==> config.mk <==
export PLATFORM = sky130hd
export DESIGN_NAME = mdm_ctl_loop
export DESIGN_NICKNAME = d
export VERILOG_FILES = /design/src/rtl/mdm_pkg.sv /design/src/rtl/mdm_sync.sv /design/src/rtl/mdm_ctrl_reg.sv /design/src/rtl/mdm_stat.sv /design/src/rtl/mdm_ctl_loop.sv
export SDC_FILE = /design/constraint.sdc
export NUM_CORES = 1
export LEC_CHECK = 0
export CELL_PAD_IN_SITES_DETAIL_PLACEMENT = 0
export CELL_PAD_IN_SITES_GLOBAL_PLACEMENT = 1
export CORE_ASPECT_RATIO = 1.2
export CORE_MARGIN = 2
export CORE_UTILIZATION = 25
export DETAILED_ROUTE_END_ITERATION = 7
export DONT_BUFFER_PORTS = 1
export PLACE_DENSITY_LB_ADDON = 0.1
export SLEW_MARGIN = 0
export SYNTH_ARGS = -nofsm -noshare
export SYNTH_HDL_FRONTEND = slang
export SYNTH_SLANG_ARGS = --single-unit
==> constraint.sdc <==
create_clock -name clk -period 2.5 [get_ports clk]
set_input_delay 0 -clock clk [delete_from_list [all_inputs] [get_ports clk]]
set_output_delay 0 -clock clk [all_outputs]
set_load 0.02 [all_outputs]
==> src/rtl/mdm_pkg.sv <==
package mdm_pkg;
    localparam int REG_W = 8;
    localparam int MIN_N = 4;
    localparam int IX_CTS = 0;
    localparam int IX_DSR = 1;
    localparam int IX_RI  = 2;
    localparam int IX_CD  = 3;

    typedef struct packed {
        logic loop_en;
        logic aux2;
        logic aux1;
        logic req_send;
        logic term_rdy;
    } mctl_t;

    localparam int CTL_W = $bits(mctl_t);

    typedef enum logic {
        SEL_CTRL = 1'b0,
        SEL_STAT = 1'b1
    } regsel_e;
endpackage

==> src/rtl/mdm_sync.sv <==
module mdm_sync #(
    parameter int W      = 4,
    parameter int STAGES = 2
) (
    input  logic         clk,
    input  logic         rst_n,
    input  logic [W-1:0] async_i,
    output logic [W-1:0] sync_o
);
    logic [STAGES-1:0][W-1:0] chain_d, chain_q;

    always_comb begin
        chain_d[0] = async_i;
        for (int s = 1; s < STAGES; s++) begin
            chain_d[s] = chain_q[s-1];
        end
    end

    always_ff @(posedge clk or negedge rst_n) begin
        if (!rst_n) chain_q <= '1;
        else        chain_q <= chain_d;
    end

    assign sync_o = chain_q[STAGES-1];
endmodule

==> src/rtl/mdm_ctrl_reg.sv <==
module mdm_ctrl_reg
    import mdm_pkg::*;
(
    input  logic             clk,
    input  logic             rst_n,
    input  logic             wr_en_i,
    input  logic [CTL_W-1:0] wdata_i,
    output mctl_t            ctl_o
);
    mctl_t ctl_d, ctl_q;

    always_comb begin
        ctl_d = ctl_q;
        if (wr_en_i) ctl_d = mctl_t'(wdata_i);
    end

    always_ff @(posedge clk or negedge rst_n) begin
        if (!rst_n) ctl_q <= '0;
        else        ctl_q <= ctl_d;
    end

    assign ctl_o = ctl_q;
endmodule

==> src/rtl/mdm_stat.sv <==
module mdm_stat #(
    parameter int N     = 4,
    parameter int RI_IX = 2
) (
    input  logic         clk,
    input  logic         rst_n,
    input  logic [N-1:0] lvl_i,   // pin-level (active-low) view of inputs
    input  logic         clr_i,
    output logic [N-1:0] lvl_o,
    output logic [N-1:0] dlt_o
);
    typedef struct packed {
        logic [N-1:0] lvl;
        logic [N-1:0] dlt;
    } st_t;

    st_t          st_d, st_q;
    logic [N-1:0] hit;

    for (genvar i = 0; i < N; i++) begin : g_edge
        if (i == RI_IX) begin : g_trail
            assign hit[i] = lvl_i[i] & ~st_q.lvl[i];
        end else begin : g_any
            assign hit[i] = lvl_i[i] ^ st_q.lvl[i];
        end
    end

    always_comb begin
        st_d     = st_q;
        st_d.lvl = lvl_i;
        st_d.dlt = clr_i ? hit : (st_q.dlt | hit);
    end

    always_ff @(posedge clk or negedge rst_n) begin
        if (!rst_n) begin
            st_q.lvl <= '1;
            st_q.dlt <= '0;
        end else begin
            st_q <= st_d;
        end
    end

    assign lvl_o = st_q.lvl;
    assign dlt_o = st_q.dlt;

    // ring flag only appears together with a 0->1 step of the ring level
    p_ri_trailing_r7: assert property (@(posedge clk) disable iff (!rst_n)
        $rose(st_q.dlt[RI_IX]) |-> $rose(st_q.lvl[RI_IX]));

    // without a clearing read no set flag drops
    p_sticky_r11: assert property (@(posedge clk) disable iff (!rst_n)
        !clr_i |=> ((st_q.dlt & $past(st_q.dlt)) == $past(st_q.dlt)));

    // a read with no concurrent change leaves every flag clear
    p_clear_r9: assert property (@(posedge clk) disable iff (!rst_n)
        (clr_i && (lvl_i == st_q.lvl)) |=> (st_q.dlt == '0));
endmodule

==> src/rtl/mdm_ctl_loop.sv <==
module mdm_ctl_loop
    import mdm_pkg::*;
#(
    parameter int SYNC_STAGES = 2
) (
    input  logic             clk,
    input  logic             rst_n,
    input  logic             reg_wr_i,
    input  logic             reg_rd_i,
    input  logic             reg_sel_i,
    input  logic [REG_W-1:0] reg_wdata_i,
    output logic [REG_W-1:0] reg_rdata_o,
    input  logic             ser_tx_i,
    output logic             ser_rx_o,
    output logic             pin_tx_o,
    input  logic             pin_rx_i,
    input  logic             pin_cts_n_i,
    input  logic             pin_dsr_n_i,
    input  logic             pin_ri_n_i,
    input  logic             pin_cd_n_i,
    output logic             pin_dtr_n_o,
    output logic             pin_rts_n_o,
    output logic             pin_op1_n_o,
    output logic             pin_op2_n_o,
    output logic             msi_req_o
);
    mctl_t            ctl;
    logic [MIN_N-1:0] ext_n, sync_n, loop_n, sel_n, lvl_n, dlt;
    logic             ctl_wr, stat_clr;
    logic             unused_wbits;

    assign unused_wbits = ^reg_wdata_i[REG_W-1:CTL_W];
    assign ctl_wr   = reg_wr_i && (reg_sel_i == SEL_CTRL);
    assign stat_clr = reg_rd_i && (reg_sel_i == SEL_STAT);

    mdm_ctrl_reg i_ctrl (
        .clk     (clk),
        .rst_n   (rst_n),
        .wr_en_i (ctl_wr),
        .wdata_i (reg_wdata_i[CTL_W-1:0]),
        .ctl_o   (ctl)
    );

    always_comb begin
        ext_n         = '1;
        ext_n[IX_CTS] = pin_cts_n_i;
        ext_n[IX_DSR] = pin_dsr_n_i;
        ext_n[IX_RI]  = pin_ri_n_i;
        ext_n[IX_CD]  = pin_cd_n_i;
        loop_n         = '1;
        loop_n[IX_CTS] = ~ctl.req_send;
        loop_n[IX_DSR] = ~ctl.term_rdy;
        loop_n[IX_RI]  = ~ctl.aux1;
        loop_n[IX_CD]  = ~ctl.aux2;
    end

    mdm_sync #(.W(MIN_N), .STAGES(SYNC_STAGES)) i_sync (
        .clk     (clk),
        .rst_n   (rst_n),
        .async_i (ext_n),
        .sync_o  (sync_n)
    );

    assign sel_n = ctl.loop_en ? loop_n : sync_n;

    mdm_stat #(.N(MIN_N), .RI_IX(IX_RI)) i_stat (
        .clk   (clk),
        .rst_n (rst_n),
        .lvl_i (sel_n),
        .clr_i (stat_clr),
        .lvl_o (lvl_n),
        .dlt_o (dlt)
    );

    always_comb begin
        pin_tx_o    = ctl.loop_en ? 1'b1 : ser_tx_i;
        ser_rx_o    = ctl.loop_en ? ser_tx_i : pin_rx_i;
        pin_dtr_n_o = ctl.loop_en | ~ctl.term_rdy;
        pin_rts_n_o = ctl.loop_en | ~ctl.req_send;
        pin_op1_n_o = ctl.loop_en | ~ctl.aux1;
        pin_op2_n_o = ctl.loop_en | ~ctl.aux2;
        msi_req_o   = |dlt;
        if (reg_sel_i == SEL_STAT) reg_rdata_o = {~lvl_n, dlt};
        else                       reg_rdata_o = {{(REG_W-CTL_W){1'b0}}, ctl};
    end

    // loop-back isolates every output pin at its inactive level
    p_loop_iso_r4: assert property (@(posedge clk) disable iff (!rst_n)
        ctl.loop_en |-> (pin_tx_o && pin_dtr_n_o && pin_rts_n_o && pin_op1_n_o && pin_op2_n_o));

    // request agrees with the flags seen through the status read path
    p_irq_r10: assert property (@(posedge clk) disable iff (!rst_n)
        (reg_sel_i == SEL_STAT) |-> (msi_req_o == (|reg_rdata_o[MIN_N-1:0])));
endmodule

# Word level (Yosys, flattened, before mapping)
# Cells that the tools add are included.
[word_totals]
elab_cells = 33
regBits = 21
in_bits = 19
out_inout_bits = 15
[classes]
n_bitwise = 16
n_reduce_logical = 3
n_mux = 5
[op_table]
columns = ["cell", "count"]
rows = [
  ["2-to-1 mux 4 bit", 2],
  ["2-to-1 mux 8 bit", 1],
  ["inverter 1 bit", 6],
  ["inverter 4 bit", 1],
  ["OR 1 bit", 4],
  ["OR 4 bit", 1],
  ["OR reduction 4 bit", 1],
  ["bitwise XOR 1 bit", 3],
  ["logical AND 1 bit", 2],
  ["2-to-1 mux 1 bit", 2],
  ["bitwise AND 1 bit", 1],
]

# Depth between registers and ports, before layout
# Gate-level depths: netlist (run 1).
[depth]
word_depth = 5
depth_mapped = 4

# Cells and area by module
# A second synthesis (run 1) with hierarchy kept.
[unflattened]
cells_unflattened = 66
hier_area_um2 = 863.3
[modules_own_cells]
columns = ["module", "area_each_um2", "instances", "cells_each", "seq_area_each_um2"]
rows = [
  ["mdm_stat", 271.5, 1, 20, 205.2],
  ["mdm_sync", 210.2, 1, 8, 210.2],
  ["mdm_ctl_loop", 200.2, 1, 28, 0.0],
  ["mdm_ctrl_reg", 181.4, 1, 10, 125.1],
]

# Worst setup path after synthesis (run 1)
# No wires, ideal clock.
[synth_timing]
path_type = "reg-to-reg"
start = "reg i_ctrl.ctl_q, in the netlist i_ctrl.ctl_o[4]"
end = "reg, netlist name i_stat.dlt_o[1]"
path_buffers = 1
required_time_ps = 2376
arrival_ps = 1047
path_stages_with_launch = 5
setup_slack_ps = 1329
period_less_slack_ps = 1171
path_cell_list = "dfrtp_1 buf_6 nand2b_4 and3_1 a211o_1"
[synth_rtl]
columns = ["item", "line_no", "source"]
rows = [
  ["from (decl)", "mdm_ctrl_reg.sv:10", "mctl_t ctl_d, ctl_q;"],
  ["from (signal assigned)", "mdm_ctrl_reg.sv:19", "else ctl_q <= ctl_d;"],
]

# Worst setup path in the final report (run 1)
[layout_timing]
start = "reg i_ctrl.ctl_q, in the netlist i_ctrl.ctl_o[4]"
end = "out reg_rdata_o[4]"
[layout_via]
elab_chain_len = 1
[layout_rtl]
columns = ["item", "line_no", "source"]
rows = [
  ["2-to-1 mux 8 bit", "mdm_ctl_loop.sv:83", "if (reg_sel_i == SEL_STAT) reg_rdata_o = {~lvl_n, dlt};"],
  ["to (decl)", "mdm_ctl_loop.sv:12", "output logic [REG_W-1:0] reg_rdata_o,"],
]
# No other way between the ends.

==> results of run 1 <==
[timing repair]
| action | 4_1_cts | 5_1_grt |
|---|---|---|
| setup endpoints to repair | 0 | 0 |
| hold buffers | 10 | 0 |
| hold endpoints to repair | 30 | 0 |
[Yosys cell counts]
cell type / count
a21oi_1: 4
nand2_1: 6
or4_1: 1
and3_1: 3
dfrtp_1: 9
nor2b_1: 4
nor2_1: 1
buf_6: 1
nand2b_4: 1
clkbuf_1: 1
a22o_1: 1
inv_1: 2
o21ai_0: 2
buf_2: 1
mux2_4: 1
mux2_2: 8
dfstp_2: 12
nand2b_1: 9
a211o_1: 3
or2_2: 1
[logic make-up after synthesis]
group | Yosys count
muxes | 9
DFF | 21
and+or+nand+nor | 26
buffers and inverters | 5
AOI/OAI and AO/OA | 10
[metal layers]
layer	up-vias	track usage	part of all wire
li1	261	-	-
met1	260	0.120	0.45
met3	2	0.0280	0.055
met2	17	0.150	0.48
met4	0	0.0465	0.0098
met5	-	0	0
[worst min-delay path by stage]
stage,to,cells after the start
4_1_cts,i_ctrl.ctl_o[2],3
2_1_floorplan,i_ctrl.ctl_o[0],0
6_report,i_ctrl.ctl_o[2],3
3_5_place_dp,i_ctrl.ctl_o[1],0
5_1_grt,i_ctrl.ctl_o[2],3
3_3_place_gp,i_ctrl.ctl_o[1],0
[stage by stage]
stage / instances / hold WS (ns) / cell area (µm²) / setup WS, ns
after global placement: 105 / -0.295 / 918 / 1.14
after floorplan: 71 / -0.296 / 892 / 1.33
after detailed placement: 105 / -0.295 / 918 / 1.15
after CTS: 119 / 0.0375 / 1060 / 1.08
after global routing: 119 / 0.0544 / 1060 / 1.00
final: 119 / 0.0323 / 1060 / 1.12
[power by group through the flow]
stage                     sequential [mW]  combinational [mW]  clock [mW]
after detailed placement            0.446               0.155           0
after global placement              0.445               0.155           0
final                               0.439               0.170       0.219
after CTS                           0.439               0.175       0.235
after global routing                0.449               0.187       0.245
after floorplan                     0.427               0.151           0
[sequential cells by signal (all words and copies together), names as in the netlist]
name / flops
i_ctrl.ctl_o: 5
i_stat.dlt_o: 4
i_stat.lvl_o: 4
i_sync.chain_d: 4
i_sync.sync_o: 4
[worst max-delay path, stage by stage (launching register included)]
cell     delay, ns
dfrtp_1       0.64
nor2_1        0.09
a21oi_1       0.39
[layout make-up]
cell class              count  area, µm²  area share
flip-flops and latches     21        541       0.508
multi-input cells          45        324       0.304
repair buffers             10        100      0.0940
well taps                  37       46.3      0.0435
clock buffers               3       41.3      0.0388
inverters                   2       7.51     0.00705
clock inverters             1       5.00     0.00470
==> metrics.txt, run 1 <==
I/O pins 34; Final Wtd Congestion around 0.64; Fin. Hold Viols 0; vias per cell roughly 4.5; Synth Area in XOR/XNOR 0; area share of the largest cell type after synthesis 0.353; Hold WC Path Type in2reg; top post-synthesis cells by area dfstp_2 35%, dfrtp_1 25%, mux2_2 10%; register area share after synthesis 0.606; Reg power frac 0.530; CTS buffer count 3; post-layout util 0.316; H-tree levels 1; area leader, netlist dfstp_2; Post-Synthesis Net Count 90; r2r worst-path depth 3; synthesis-to-layout area growth 19.4%; cell area after synthesis 892 µm²; Syn Area/Cell 12.6 µm²; Max Root-Sink Buffers 2; critical path launch point type flop; die width between 50 and 60 µm; first-pass GRT wire length between 2000 and 3000 µm; crit-path max FO 15; CTS tree built; PwrDens 777 nW/µm²; slew margin rel. 0.359; share of cells above drive strength 1 0.329; WL/cell 14.6 µm; I/O Buffers 0; Worst-path clk slew 0.07 ns; All-Layer GR Usage 0.0965; CP Capture Point reg_rdata_o[4]; Simple-Gate Fraction of Synth Area 0.173; ANT nets after route 0; Worst EP required 2.50 ns; Pre-antenna DRT Iters 3; Final Max Slew Viols 0; vias in the first global route 600; # fillers 342; Period Utilization, post-route 0.550; Iter 0 DRT Violations 2; Site Rows 23; Setup Skew 0.00253 ns; Sw Ratio 0.295; RR Startpoint i_ctrl.ctl_o[4]; core area between 3000 and 4000 µm²; multiplexer share of the synthesized area 0.118; max frequency 727 MHz; largest net degree at the start of global routing 22; Synth Area in Compound Gates 0.0729; most common cell after layout, fill and taps aside dfstp_2; setup TNS 0 ns; hold_sp reg_sel_i; RR Endpoint i_stat.dlt_o[1]; most frequent cells in the layout 12 x dfstp_2, 10 x dlygate4sd3_1, 9 x nand2b_1, 9 x dfrtp_1, 8 x mux2_2; Pwr Total slightly above 0.8 mW; drt total wl ~1700 µm; Die ar. around 4100 µm²; post-CTS setup buffer count 0; Arrival @ worst endpoint 1.38 ns; flop2flop setup slack 1.16 ns; post-CTS resize count 0; largest family of logic cells by synthesized area simple AND/OR/NAND/NOR gates; synth unique cells 20; vias post-DR between 500 and 600; Initial Utilization 0.265; status complete, no violations; initial antenna violation count 0; global route overflow 0; clock latency on the worst-skew pair around 0.25 ns; Chip Height 69.4 µm; clk sinks 21; Internal roughly 0.58 mW; Comb pwr share 0.206; max-cap viol count 0; yosys warns 0; antenna cell count 0; Adder-Cell Fraction of Synth Area 0; peak supply drop 0.000340 V; RSZ-0062 raised after global routing no; net switching power 0.244 mW; Lkg Pwr 0.444 nW; Final setup viols 0; CP startpoint i_ctrl.ctl_o[4]; CP Class reg2out; DR DRC count 0; CP Capture Type output port; Total Nets Final 102; Gate Count Post-Synth 71; CTS root buffer clkbuf_8; minimum clock period 1.38 ns; Clock Power Share 0.264; Synth Register Bits 21; actual slew at the worst max-slew pin 0.959 ns
No activity file was read; power rests on OpenSTA's default activity.
==> inputs of run 2 (changes only) <==
clock period = 1.1 ns   (was 2.5 ns; I/O delays follow)
==> run 2 against run 1 <==
- sequential share of layout area down 8.8 points
- setup slack worse by 1.3 ns
- hold slack got worse by 0.082 ns
- largest cell class unchanged
- the flow now finishes with violations (negative hold slack, negative setup slack)
- global-route usage is 1.4 points higher
- core utilization up 6.8 points
- cell count is 14% higher
- combinational power rose to 3.9 times the previous value
- sequential power rose by 120%
- final area is 21% higher
==> metrics.txt, run 2 (synthesized netlist as in run 1, its figures left out) <==
Die ar. 4060 µm² (unchanged); antenna cell count 0 (unchanged); Pre-antenna DRT Iters 4 (+1); max frequency roughly 810 MHz; Final Wtd Congestion 0.649 (+0.89%); WL/cell 14.8 µm (+1.2%); CP Capture Type output port; I/O pins 34 (unchanged); failing checks negative hold slack, negative setup slack; final hold slack -0.0496 ns (-0.0819 ns); CTS buffer count 3 (unchanged); synthesis-to-layout area growth 44.9%; Fin. Hold Viols 9 (+9); Arrival @ worst endpoint 1.23 ns (-0.15 ns); Final Max Slew Viols 0 (unchanged); All-Layer GR Usage 0.111 (+0.0144); minimum clock period 1.23 ns; Crit path max-delay family simple AND/OR/NAND/NOR gates; clk sinks 21 (unchanged); clock latency on the worst-skew pair 0.26 ns (about the same); share of cells above drive strength 1 0.566 (+0.236); most common cell after layout, fill and taps aside buf_4; Iter 0 DRT Violations 7 (+5); PwrDens 1670 nW/µm² (+120%); vias post-DR 609 (+13%); ANT nets after route 0 (unchanged); Slowest-stage cell, CP or4_4; Initial Utilization 0.265 (unchanged); RSZ-0062 raised after global routing yes; CTS root buffer clkbuf_8; r2r worst-path depth 4 (+1); global route overflow 0 (unchanged); Lkg Pwr 0.577 nW (+30%); Chip Height 69.4 µm (unchanged); vias per cell 4.48 (-1.3%); Final setup viols 9 (+9); flop2flop setup slack -0.12 ns (-1.28 ns); CTS tree built; max-cap viol count 0 (unchanged); status finished, violations left; Slowest Stage Delay on Critical Path 0.59 ns (-0.05 ns); fin worst setup slack -0.133 ns (-1.26 ns); actual slew at the worst max-slew pin 0.939 ns (-0.0197 ns); Placed Area 976 µm² (+6.3%); vias in the first global route 663 (+11%); slew margin rel. 0.374 (+0.0153); crit-path max FO 2 (-13); Finished Cell Area 1290 µm² (+21%); Site Rows 23 (unchanged); Setup Skew 0.00321 ns (+0.000674 ns); Total Nets Final 119 (+17%); H-tree levels 1 (unchanged); Worst-path clk slew 0.08 ns (about the same); initial antenna violation count 0 (unchanged); drt total wl 2010 µm (+16%); DR DRC count 0 (unchanged); first-pass GRT wire length 3270 µm (+11%); die width 58.5 µm (unchanged); Period Utilization, post-route 1.12; RR Endpoint i_stat.dlt_o[1]; Place WS -0.138 ns (-1.28 ns); peak supply drop 0.000850 V (+150%); # fillers 337 (-1.5%); Worst EP required 1.10 ns (-1.40 ns); Worst Path Buf+Inv 0 (unchanged); most frequent cells in the layout 13 x buf_4, 12 x dfstp_2, 9 x dlygate4sd3_1, 8 x dfrtp_1, 6 x nand2_1; Largest register FFs 5 (unchanged); critical path launch point type flop; RR Startpoint i_ctrl.ctl_o[4]; Max Root-Sink Buffers 2 (unchanged); CP Class reg2out; I/O Buffers 0 (unchanged); largest net degree at the start of global routing 22 (unchanged); DP HPWL 1320 µm; core area 3370 µm² (unchanged); crit-path cells or4_4; Hold WC Path Type in2async
run 2: cell types whose count changed in the layout (fill, tap and decap cells not counted), moves of 2 or more:
cell	previous run	this run
buf_6	0	4
mux2_4	1	5
a21oi_2	0	2
mux2_2	8	4
nand2b_1	9	4
and3_1	3	1
nand2b_4	1	5
and3_4	0	2
buf_4	0	13
a21oi_1	4	2
run 2: final cells by class:
| type | count | area, µm² | area share |
|---|---|---|---|
| sequential | 21 | 542 | 0.419 |
| tap | 37 | 46.3 | 0.0358 |
| timing repair buffer | 27 | 245 | 0.190 |
| multi-input combinational | 45 | 403 | 0.312 |
| clock buffer | 3 | 41.3 | 0.0319 |
| inverter | 2 | 7.51 | 0.00581 |
| clock inverter | 1 | 7.51 | 0.00581 |
run 2: worst max path at each step:
stage                     slack (ns)       startpoint               to  cells past startpoint
final                          -0.13  i_stat.dlt_o[3]        msi_req_o                      1
after global routing           -0.17  i_ctrl.ctl_o[4]  i_stat.dlt_o[1]                      4
after CTS                      -0.14  i_stat.dlt_o[1]        msi_req_o                      1
after detailed placement       -0.14  i_ctrl.ctl_o[4]  i_stat.dlt_o[3]                      3
after global placement          -0.1  i_ctrl.ctl_o[4]  i_stat.dlt_o[0]                      3
after floorplan                -0.07  i_ctrl.ctl_o[4]  i_stat.dlt_o[1]                      4
run 2: what timing repair did:
action	4_1_cts	5_1_grt
pin swaps	1	3
hold buffers	10	0
setup endpoints to repair	15	24
setup buffers	6	4
resized for setup	19	6
endpoints found under the hold margin	30	0
run 2: per-layer routing:
layer  part of all wire  GRT usage
met1               0.42      0.133
met2               0.53      0.175
met4                  0     0.0465
met3              0.056     0.0410
met5                  0          0
run 2: power breakdown:
group	switching, mW	internal [mW]
clock	0.257	0.256
combinational	0.300	0.366
sequential	0.0771	0.907
total	0.634	1.53
run 2: metrics by stage:
stage	hold WS (ns)	utilization	power [mW]	TNS, ns	cells
floorplan	-0.296	-	1.32	-0.117	71
global route	0.0353	0.384	2.30	-1.26	136
finish	-0.0496	0.384	2.16	-0.816	136
CTS	0.0457	0.368	2.15	-0.748	132
detailed placement	-0.294	0.290	1.43	-0.513	112
global placement	-0.295	0.290	1.43	-0.333	112
